[config.mk]
export PLATFORM = sky130hd
export DESIGN_NAME = prog_delay_divider
export DESIGN_NICKNAME = d
export VERILOG_FILES = /design/src/rtl/pdd_pkg.sv /design/src/rtl/pdd_sel_decode.sv /design/src/rtl/pdd_section.sv /design/src/rtl/prog_delay_divider.sv
export SDC_FILE = /design/constraint.sdc
export NUM_CORES = 1
export LEC_CHECK = 0
export ABC_AREA = 1
export BUFFER_PORTS_ARGS = -buffer_cell sky130_fd_sc_hd__buf_2
export CAP_MARGIN = 20
export CORE_MARGIN = 8
export CORE_UTILIZATION = 60
export CTS_CLUSTER_DIAMETER = 150
export DETAILED_ROUTE_END_ITERATION = 6
export PLACE_DENSITY = 0.83
export SKIP_CTS_REPAIR_TIMING = 1
export SLEW_MARGIN = 20
export SYNTH_ARGS = -nofsm -noshare
export SYNTH_HDL_FRONTEND = slang
export SYNTH_HIERARCHICAL = 1
export SYNTH_SLANG_ARGS = --single-unit
export TNS_END_PERCENT = 50
[constraint.sdc]
create_clock -name clk -period 3.9 [get_ports clk]
set_input_delay 0.78 -clock clk [delete_from_list [all_inputs] [get_ports clk]]
set_output_delay 0.78 -clock clk [all_outputs]
set_load 0.03 [all_outputs]
[src/rtl/pdd_pkg.sv]
// Shared definitions for the programmable delay divider.
// Assumes the chain length is a whole number of equal sections.
package pdd_pkg;

    typedef enum logic { LAYOUT_SPLIT = 1'b0, LAYOUT_CHAIN = 1'b1 } layout_e;

    // Exponent of the divide ratio for a layout and a low select code.
    // Chained layout advances by one section count per code step; split
    // layout advances by one stage per step. Result is clamped to [1, limit].
    function automatic int ratio_exponent(layout_e layout, int code, int nsect, int limit);
        int e;
        e = (layout == LAYOUT_CHAIN) ? (code + 1) * nsect : (code + 1);
        if (e > limit) e = limit;
        if (e < 1) e = 1;
        return e;
    endfunction

endpackage

[src/rtl/pdd_sel_decode.sv]
// Select decoder: turns the select bus into a layout flag and a mask of the
// stages that must all be one before the next enabled clock ends the delay.
// Assumes SECT_W >= 2^(SEL_W-1) so every split code fits in one section.
module pdd_sel_decode
    import pdd_pkg::*;
#(
    parameter int STAGES = 24,
    parameter int SECT_W = 8,
    parameter int SEL_W  = 4
) (
    input  logic [SEL_W-1:0]  sel,
    output logic              split,
    output logic [STAGES-1:0] tap_mask
);
    localparam int NSECT = STAGES / SECT_W;

    layout_e layout;
    int      exp_w;

    // Decode layout and exponent, then build a thermometer mask below it.
    always_comb begin
        layout = sel[SEL_W-1] ? LAYOUT_CHAIN : LAYOUT_SPLIT;
        split  = (layout == LAYOUT_SPLIT);
        exp_w  = ratio_exponent(layout, int'(sel[SEL_W-2:0]), NSECT,
                                split ? SECT_W : STAGES);
        for (int i = 0; i < STAGES; i++) begin
            tap_mask[i] = (i < exp_w);
        end
    end

endmodule

[src/rtl/pdd_section.sv]
// One section of the stage chain: a binary counter that clears
// synchronously and advances when its increment input is high.
// Assumes the clear has priority over the increment.
module pdd_section #(
    parameter int W = 8
) (
    input  logic         clk,
    input  logic         rst_n,
    input  logic         clr,
    input  logic         inc,
    output logic [W-1:0] q,
    output logic         full
);
    // Section register: asynchronous reset, then clear, then advance.
    always_ff @(posedge clk or negedge rst_n) begin
        if (!rst_n)   q <= '0;
        else if (clr) q <= '0;
        else if (inc) q <= q + 1'b1;
    end

    // All stages of this section are one: the carry condition for the next section.
    assign full = &q;

endmodule

[src/rtl/prog_delay_divider.sv]
// Programmable power-of-two delay divider with a split test layout.
// Counts enabled clocks after a synchronous clear. It pulses terminal count
// when the selected stage carries out, then clears and idles until the next
// clear. Assumes STAGES is a multiple of SECT_W.
module prog_delay_divider
    import pdd_pkg::*;
#(
    parameter int STAGES = 24,
    parameter int SECT_W = 8,
    parameter int SEL_W  = 4
) (
    input  logic              clk,
    input  logic              rst_n,
    input  logic              sync_clr,
    input  logic              cnt_en,
    input  logic [SEL_W-1:0]  sel,
    output logic [STAGES-1:0] stage_q,
    output logic              tc_pulse
);
    localparam int NSECT = STAGES / SECT_W;

    logic              split;
    logic [STAGES-1:0] tap_mask;
    logic              idle_q;
    logic              step;
    logic              tc_hit;
    logic [NSECT-1:0]  chain;
    logic [NSECT-1:0]  sect_full;

    pdd_sel_decode #(.STAGES(STAGES), .SECT_W(SECT_W), .SEL_W(SEL_W)) u_dec (
        .sel      (sel),
        .split    (split),
        .tap_mask (tap_mask)
    );

    // An advance happens only when armed, enabled, and not being cleared.
    assign step   = cnt_en & ~idle_q & ~sync_clr;
    // The delay ends when every masked stage is one and one more step arrives.
    assign tc_hit = step & (&(stage_q | ~tap_mask));
    assign chain[0] = step;

    for (genvar s = 0; s < NSECT; s++) begin : g_sect
        logic inc_s;
        // Split layout advances every section; chained layout ripples the carry.
        assign inc_s = split ? step : chain[s];
        pdd_section #(.W(SECT_W)) u_sect (
            .clk   (clk),
            .rst_n (rst_n),
            .clr   (sync_clr | tc_hit),
            .inc   (inc_s),
            .q     (stage_q[s*SECT_W +: SECT_W]),
            .full  (sect_full[s])
        );
        if (s < NSECT - 1) begin : g_carry
            assign chain[s+1] = chain[s] & sect_full[s];
        end
    end

    // Armed/idle state: idle after reset and after a terminal count.
    always_ff @(posedge clk or negedge rst_n) begin
        if (!rst_n)        idle_q <= 1'b1;
        else if (sync_clr) idle_q <= 1'b0;
        else if (tc_hit)   idle_q <= 1'b1;
    end

    // Terminal-count pulse register: high for the one cycle after the final edge.
    always_ff @(posedge clk or negedge rst_n) begin
        if (!rst_n) tc_pulse <= 1'b0;
        else        tc_pulse <= tc_hit;
    end

endmodule

==> run_results.csv, run 1 <==
group,metric,value,unit
run_status,status,"completed",
die,io_pins,33,
clock_network,clockBufferDepth,2,
setup_path,worst_path_largest_cell_delay,0.57,ns
global_routing,grt_pass1_wl,10.5,mm
finish,final_util,84.2,%
clock_network,clkSinkCount,26,
synth,synth_fp_nets,379,
global_routing,grt_antenna_before_repair,0,
power_and_ir_drop,pwr_density_cell,257,nW/um^2
clock_network,htree_num_levels,1,
run,max_cap_viol_count,0,
setup_path,worstSetupStartpointType,"input port",
timing,max_slew_margin,59.0,%
global_routing,grt_pass1_vias,2477,
clock_network,cts_made_buffers,3,
global_routing,track_usage,21.0,%
timing,fin_crit_sh,96.4,%
timing,period_needed,3.76,ns
timing,finalSetupViolations,0,
setup_path,arrival,3.93,ns
finish,drive_gt1_share,33.9,%
die,die_area,5900,um^2
detailed_routing,wl_per_cell,13.5,um
clock_network,clock_latency,0.28,ns
clock_network,tritoncts,"done",
detailed_routing,num_vias,2608,
die,rows,22,
detailed_routing,antenna_left,0,
detailed_routing,drc_errors,0,
timing,clock.fmax,0.266,GHz
place,place.gp.congestion,0.982,
detailed_routing,drt_iter0_drc,194,
timing,skew,0.0133,ns
finish,fill_cells,258,
setup_path,critPathMostFrequentCell,"nand2_1",
synth,syn-mean-instance-area,6.12,um^2
finish,syn_to_final_growth,36.7,%
finish,antenna_cells,0,
global_routing,grt_overflow,0,
power_and_ir_drop,peakVddDrop,186,uV
timing,finalHoldViolCount,0,
die,initial_core_util,61.6,%
power_and_ir_drop,power_leakage,1.63,nW
synth,synth_area,2220,um^2
clock_network,path_clk_slew,0.08,ns
setup_path,critPathMaxFanout,6,
place,port_buffers,32,
detailed_routing,wirelength,6.66,mm
setup_path,crit_family,"simple AND/OR/NAND/NOR gates",
timing,fin_hold_ws,0.480,ns
setup_path,required,4.07,ns
die,die_h,76.8,um
power_and_ir_drop,p_total,780,uW
place,dp_hpwl,4.83,mm
global_routing,use_met2,36.9,%
setup_path,worstSetupPathType,"in -> reg",
detailed_routing,drt_pre_antenna_iters,5,
min_path,hold_class,"reg -> reg",
clock_network,clockRootBuffer,"clkbuf_8",
die,fp.dieW,76.8,um
setup_path,cp_slowest_cell,"fa_2",
setup_path,critPathCaptureType,"flip-flop",
global_routing,busiest_layer,"met2",
synth,syn_inst,363,
timing,worst_pin_slew,0.615,ns
setup_path,crit_buf_inv,4,
finish,layout.nets,462,
synth,yosys_warnings,6,
global_routing,grt_max_degree,27,
global_routing,grt_use_met3,3.38,%
timing,final_max_slew_viol_count,0,
detailed_routing,viasPerCell,5.29,
die,core,3610,um^2
global_routing,use_met1,24.7,%
[area by class of cell]
cell class	count	area, um^2	area share (%)
multi-input cells	267	1480	48.6
flip-flops and latches	26	652	21.5
repair buffers	80	544	17.9
inverters	68	258	8.49
well taps	48	60.1	1.98
clock buffers	4	45.0	1.48
[path summary, 6_finish.rpt]
kind | start | to | slack, ns | depth (start not counted)
max in group asynchronous | rst_n | g_sect[0].u_sect/q[1]$_DFFE_PN0P_ | 2.99 | 1
min | idle_q$_DFFE_PN1P_ | idle_q$_DFFE_PN1P_ | 0.48 | 2
min reg2reg | idle_q$_DFFE_PN1P_ | idle_q$_DFFE_PN1P_ | 0.48 | 2
max | sel[1] | g_sect[2].u_sect/q[4]$_DFFE_PN0P_ | 0.14 | 29
max reg2reg | g_sect[0].u_sect/q[1]$_DFFE_PN0P_ | g_sect[2].u_sect/q[6]$_DFFE_PN0P_ | 1.88 | 11
min in group asynchronous | rst_n | g_sect[1].u_sect/q[3]$_DFFE_PN0P_ | 0.50 | 1
[worst register-to-register path: stages (launching register included)]
cell and delay, ns:
dfrtp_1 0.44, ha_1 0.20, nand2_1 0.07, inv_1 0.12
and3_1 0.17, o21ai_1 0.11, nor2_1 0.32, inv_1 0.12
o21ai_1 0.18, o21ai_1 0.10, nand2_1 0.06, inv_1 0.03
[report_power, final]
part / switching (mW) / leakage, nW / internal (mW) / total (mW)
Combinational: 0.196 / 1.25 / 0.148 / 0.343
Sequential: 0.00347 / 0.358 / 0.272 / 0.275
Clock: 0.0883 / 0.0228 / 0.0734 / 0.162
Total: 0.287 / 1.63 / 0.493 / 0.780
[placed cells by master, fill, tap and decap left out, types with 5 or more instances in the layout]
cell	n
inv_2	11
nand2_1	101
nor2_2	11
nand2_2	17
nor2_4	9
buf_6	5
inv_1	56
buf_2	30
nor2_1	39
o21ai_1	14
buf_4	45
a21oi_1	11
nand4_1	9
dfrtp_1	25
nand3_1	22
[per-stage QoR]
stage                     instance area (um^2)  setup slack [ns]  TNS [ns]  instances
after detailed placement                  2760            -0.297     -5.16        485
after CTS                                 2800           -0.0183   -0.0187        489
final                                     3040             0.141         0        493
after global placement                    2760            -0.222     -3.32        485
after floorplan                           2220            0.0270         0        363
after global routing                      3040           -0.0340   -0.0888        493
[per-layer routing]
layer  vias to the layer above  routed length (um)
li1                       1286                   -
met1                      1203                2680
met2                        98                3360
met3                        21                 399
met4                         0                 215
met5                         -                   0
[state kept, by name, summed over array words and instances, names as in the netlist]
name	count
tc_pulse	1
g_sect.u_sect/q	24
idle_q	1
(Power assumes the default switching activity.)
==> inputs of run 2 (changes only) <==
--- a/config.mk
+++ b/config.mk
@@ -8,11 +8,14 @@
 export ABC_AREA = 1
 export BUFFER_PORTS_ARGS = -buffer_cell sky130_fd_sc_hd__buf_2
 export CAP_MARGIN = 20
+export CELL_PAD_IN_SITES_DETAIL_PLACEMENT = 1
+export CELL_PAD_IN_SITES_GLOBAL_PLACEMENT = 1
 export CORE_MARGIN = 8
-export CORE_UTILIZATION = 60
+export CORE_UTILIZATION = 43
 export CTS_CLUSTER_DIAMETER = 150
 export DETAILED_ROUTE_END_ITERATION = 6
-export PLACE_DENSITY = 0.83
+export PLACE_DENSITY_LB_ADDON = 0.1
+export SETUP_SLACK_MARGIN = 0.2
 export SKIP_CTS_REPAIR_TIMING = 1
 export SLEW_MARGIN = 20
 export SYNTH_ARGS = -nofsm -noshare
==> run 2 against run 1 <==
Global-route usage hardly changed. Largest cell class unchanged. Count of clock-buffer cells in the layout stayed put. Maximum frequency is 6.5% lower. The run now ends with negative setup slack left. Wire length is 49% higher. Critical endpoint is now g_sect[1].u_sect/q[7]$_DFFE_PN0P_. Via count is 6.4% higher.
==> run_results.csv, run 2 (synthesis gave the netlist of run 1 again) <==
group,metric,value,unit
detailed_routing,drt_pre_antenna_iters,4,
finish,final_util,61.4,%
timing,finalSetupViolations,17,
finish,fill_cells,711,
global_routing,track_usage,21.0,%
finish,drive_gt1_share,35.2,%
clock_network,clockRootBuffer,"clkbuf_8",
timing,max_slew_margin,57.7,%
timing,rsz0062_at_grt,"true",
setup_path,required,4.09,ns
detailed_routing,num_vias,2776,
place,dp_slack,-0.344,ns
clock_network,tritoncts,"done",
power_and_ir_drop,power_leakage,1.64,nW
timing,skew,0.00707,ns
global_routing,grt_max_degree,27,
run_status,violations,"negative setup slack",
finish,antenna_cells,0,
global_routing,grt_pass1_vias,2783,
setup_path,worstSetupStartpointType,"input port",
detailed_routing,drc_errors,0,
timing,final_max_slew_viol_count,0,
place,port_buffers,32,
setup_path,worstSetupPathType,"in -> reg",
place,place.gp.congestion,0.953,
power_and_ir_drop,peakVddDrop,198,uV
finish,layout.nets,466,
run_status,status,"finished, violations left",
finish,top_register,"g_sect.u_sect/q",
timing,period_needed,4.02,ns
finish,layout_common_cells,"nand2_1 (97), inv_1 (56), buf_4 (51)",
setup_path,critPathCaptureType,"flip-flop",
timing,clock.fmax,0.249,GHz
finish,layout.area.seq,652,um^2
die,rows,26,
die,die_h,87.9,um
global_routing,grt_overflow,0,
power_and_ir_drop,p_total,831,uW
clock_network,path_clk_slew,0.11,ns
die,die_area,7720,um^2
detailed_routing,viasPerCell,5.35,
timing,worst_slack,-0.121,ns
clock_network,clkSinkCount,26,
power_and_ir_drop,pwr_density_cell,268,nW/um^2
clock_network,htree_num_levels,1,
die,io_pins,33,
finish,syn_to_final_growth,39.4,%
min_path,hold_class,"in -> async",
run,max_cap_viol_count,0,
global_routing,grt_pass1_wl,12.8,mm
die,core,5040,um^2
detailed_routing,wl_per_cell,19.1,um
timing,fin_hold_ws,0.493,ns
timing,worst_pin_slew,0.635,ns
clock_network,clock_latency,0.29,ns
finish,multi_input_comb_area,1490,um^2
detailed_routing,antenna_left,0,
die,initial_core_util,44.0,%
timing,fin_crit_sh,103,%
clock_network,clockBufferDepth,2,
timing,finalHoldViolCount,0,
detailed_routing,wirelength,9.92,mm
finish,mostFrequentLayoutCell,"nand2_1",
clock_network,cts_made_buffers,3,
finish,largest_registers,"g_sect.u_sect/q: 24 flops, idle_q: 1 flops, tc_pulse: 1 flops",
finish,largest_reg_flops,24,
die,fp.dieW,87.9,um
detailed_routing,drt_iter0_drc,143,
setup_path,arrival,4.21,ns
setup_path,critPathMaxFanout,5,
global_routing,grt_antenna_before_repair,0,
place,dp_hpwl,6.17,mm
[run 2: changes by cell type in the layout (fill, tap and decap cells not counted), moves of 2 or more]
cell,change
nor2_1,-2
o21ai_2,-2
a21oi_2,-2
a21oi_1,+2
nand2_2,+3
buf_8,+2
nand2_4,+2
nor2_2,+3
nand2_1,-4
buf_4,+6
buf_6,-5
[run 2: worst paths after layout]
check	slack, ns	cells past startpoint	end	startpoint
max	-0.12	24	g_sect[1].u_sect/q[7]$_DFFE_PN0P_	sel[0]
min	0.49	1	g_sect[1].u_sect/q[7]$_DFFE_PN0P_	rst_n
max reg2reg	1.75	11	g_sect[2].u_sect/q[6]$_DFFE_PN0P_	g_sect[0].u_sect/q[1]$_DFFE_PN0P_
min reg2reg	0.52	2	idle_q$_DFFE_PN1P_	idle_q$_DFFE_PN1P_
max in group asynchronous	2.98	1	tc_pulse$_DFF_PN0_	rst_n
min in group clk	0.52	2	idle_q$_DFFE_PN1P_	idle_q$_DFFE_PN1P_
[run 2: routing by layer]
layer | wire (um) | GRT usage [%] | share of wire, %
met4 | 378 | 6.72 | 3.8
met2 | 5210 | 38.7 | 53
met5 | 0 | 0 | 0
met1 | 3910 | 24.1 | 39
met3 | 423 | 2.91 | 4.3
[run 2: area by class of cell]
cell class,instances,share of cell area (%)
inverters,68,8.32
flip-flops and latches,26,21.1
repair buffers,83,18.2
well taps,70,2.83
clock buffers,4,1.45
multi-input cells,268,48.2
[run 2: metrics by stage]
stage / cell area (um^2) / std cells / setup TNS, ns
2_1_floorplan: 2240 / 363 / 0
3_3_place_gp: 2820 / 510 / -2.57
3_5_place_dp: 2820 / 510 / -5.99
4_1_cts: 2870 / 514 / -0.698
5_1_grt: 3100 / 519 / -4.54
6_report: 3100 / 519 / -0.722
[run 2: report_power, final]
group,switching (mW),internal [mW],total [mW]
Combinational,0.227,0.152,0.379
Clock,0.103,0.0737,0.177
Sequential,0.00354,0.272,0.275
Total,0.333,0.498,0.831
[run 2: critical path, cell delays in order]
cell     delay, ns
buf_8         0.10
inv_1         0.18
ha_4          0.26
nor2_1        0.21
nor2_2        0.07
fa_2          0.53
nand2_2       0.06
o21ai_1       0.16
nand2_1       0.13
nand2_4       0.15
inv_2         0.06
nand3_1       0.13
buf_4         0.15
nand2_1       0.07
nand2_1       0.10
nand4_1       0.12
nor2_1        0.17
nand2_2       0.13
nand2_4       0.15
nor2_4        0.07
nor2_4        0.17
nand3_2       0.10
nand2_1       0.10
nor2_1        0.05
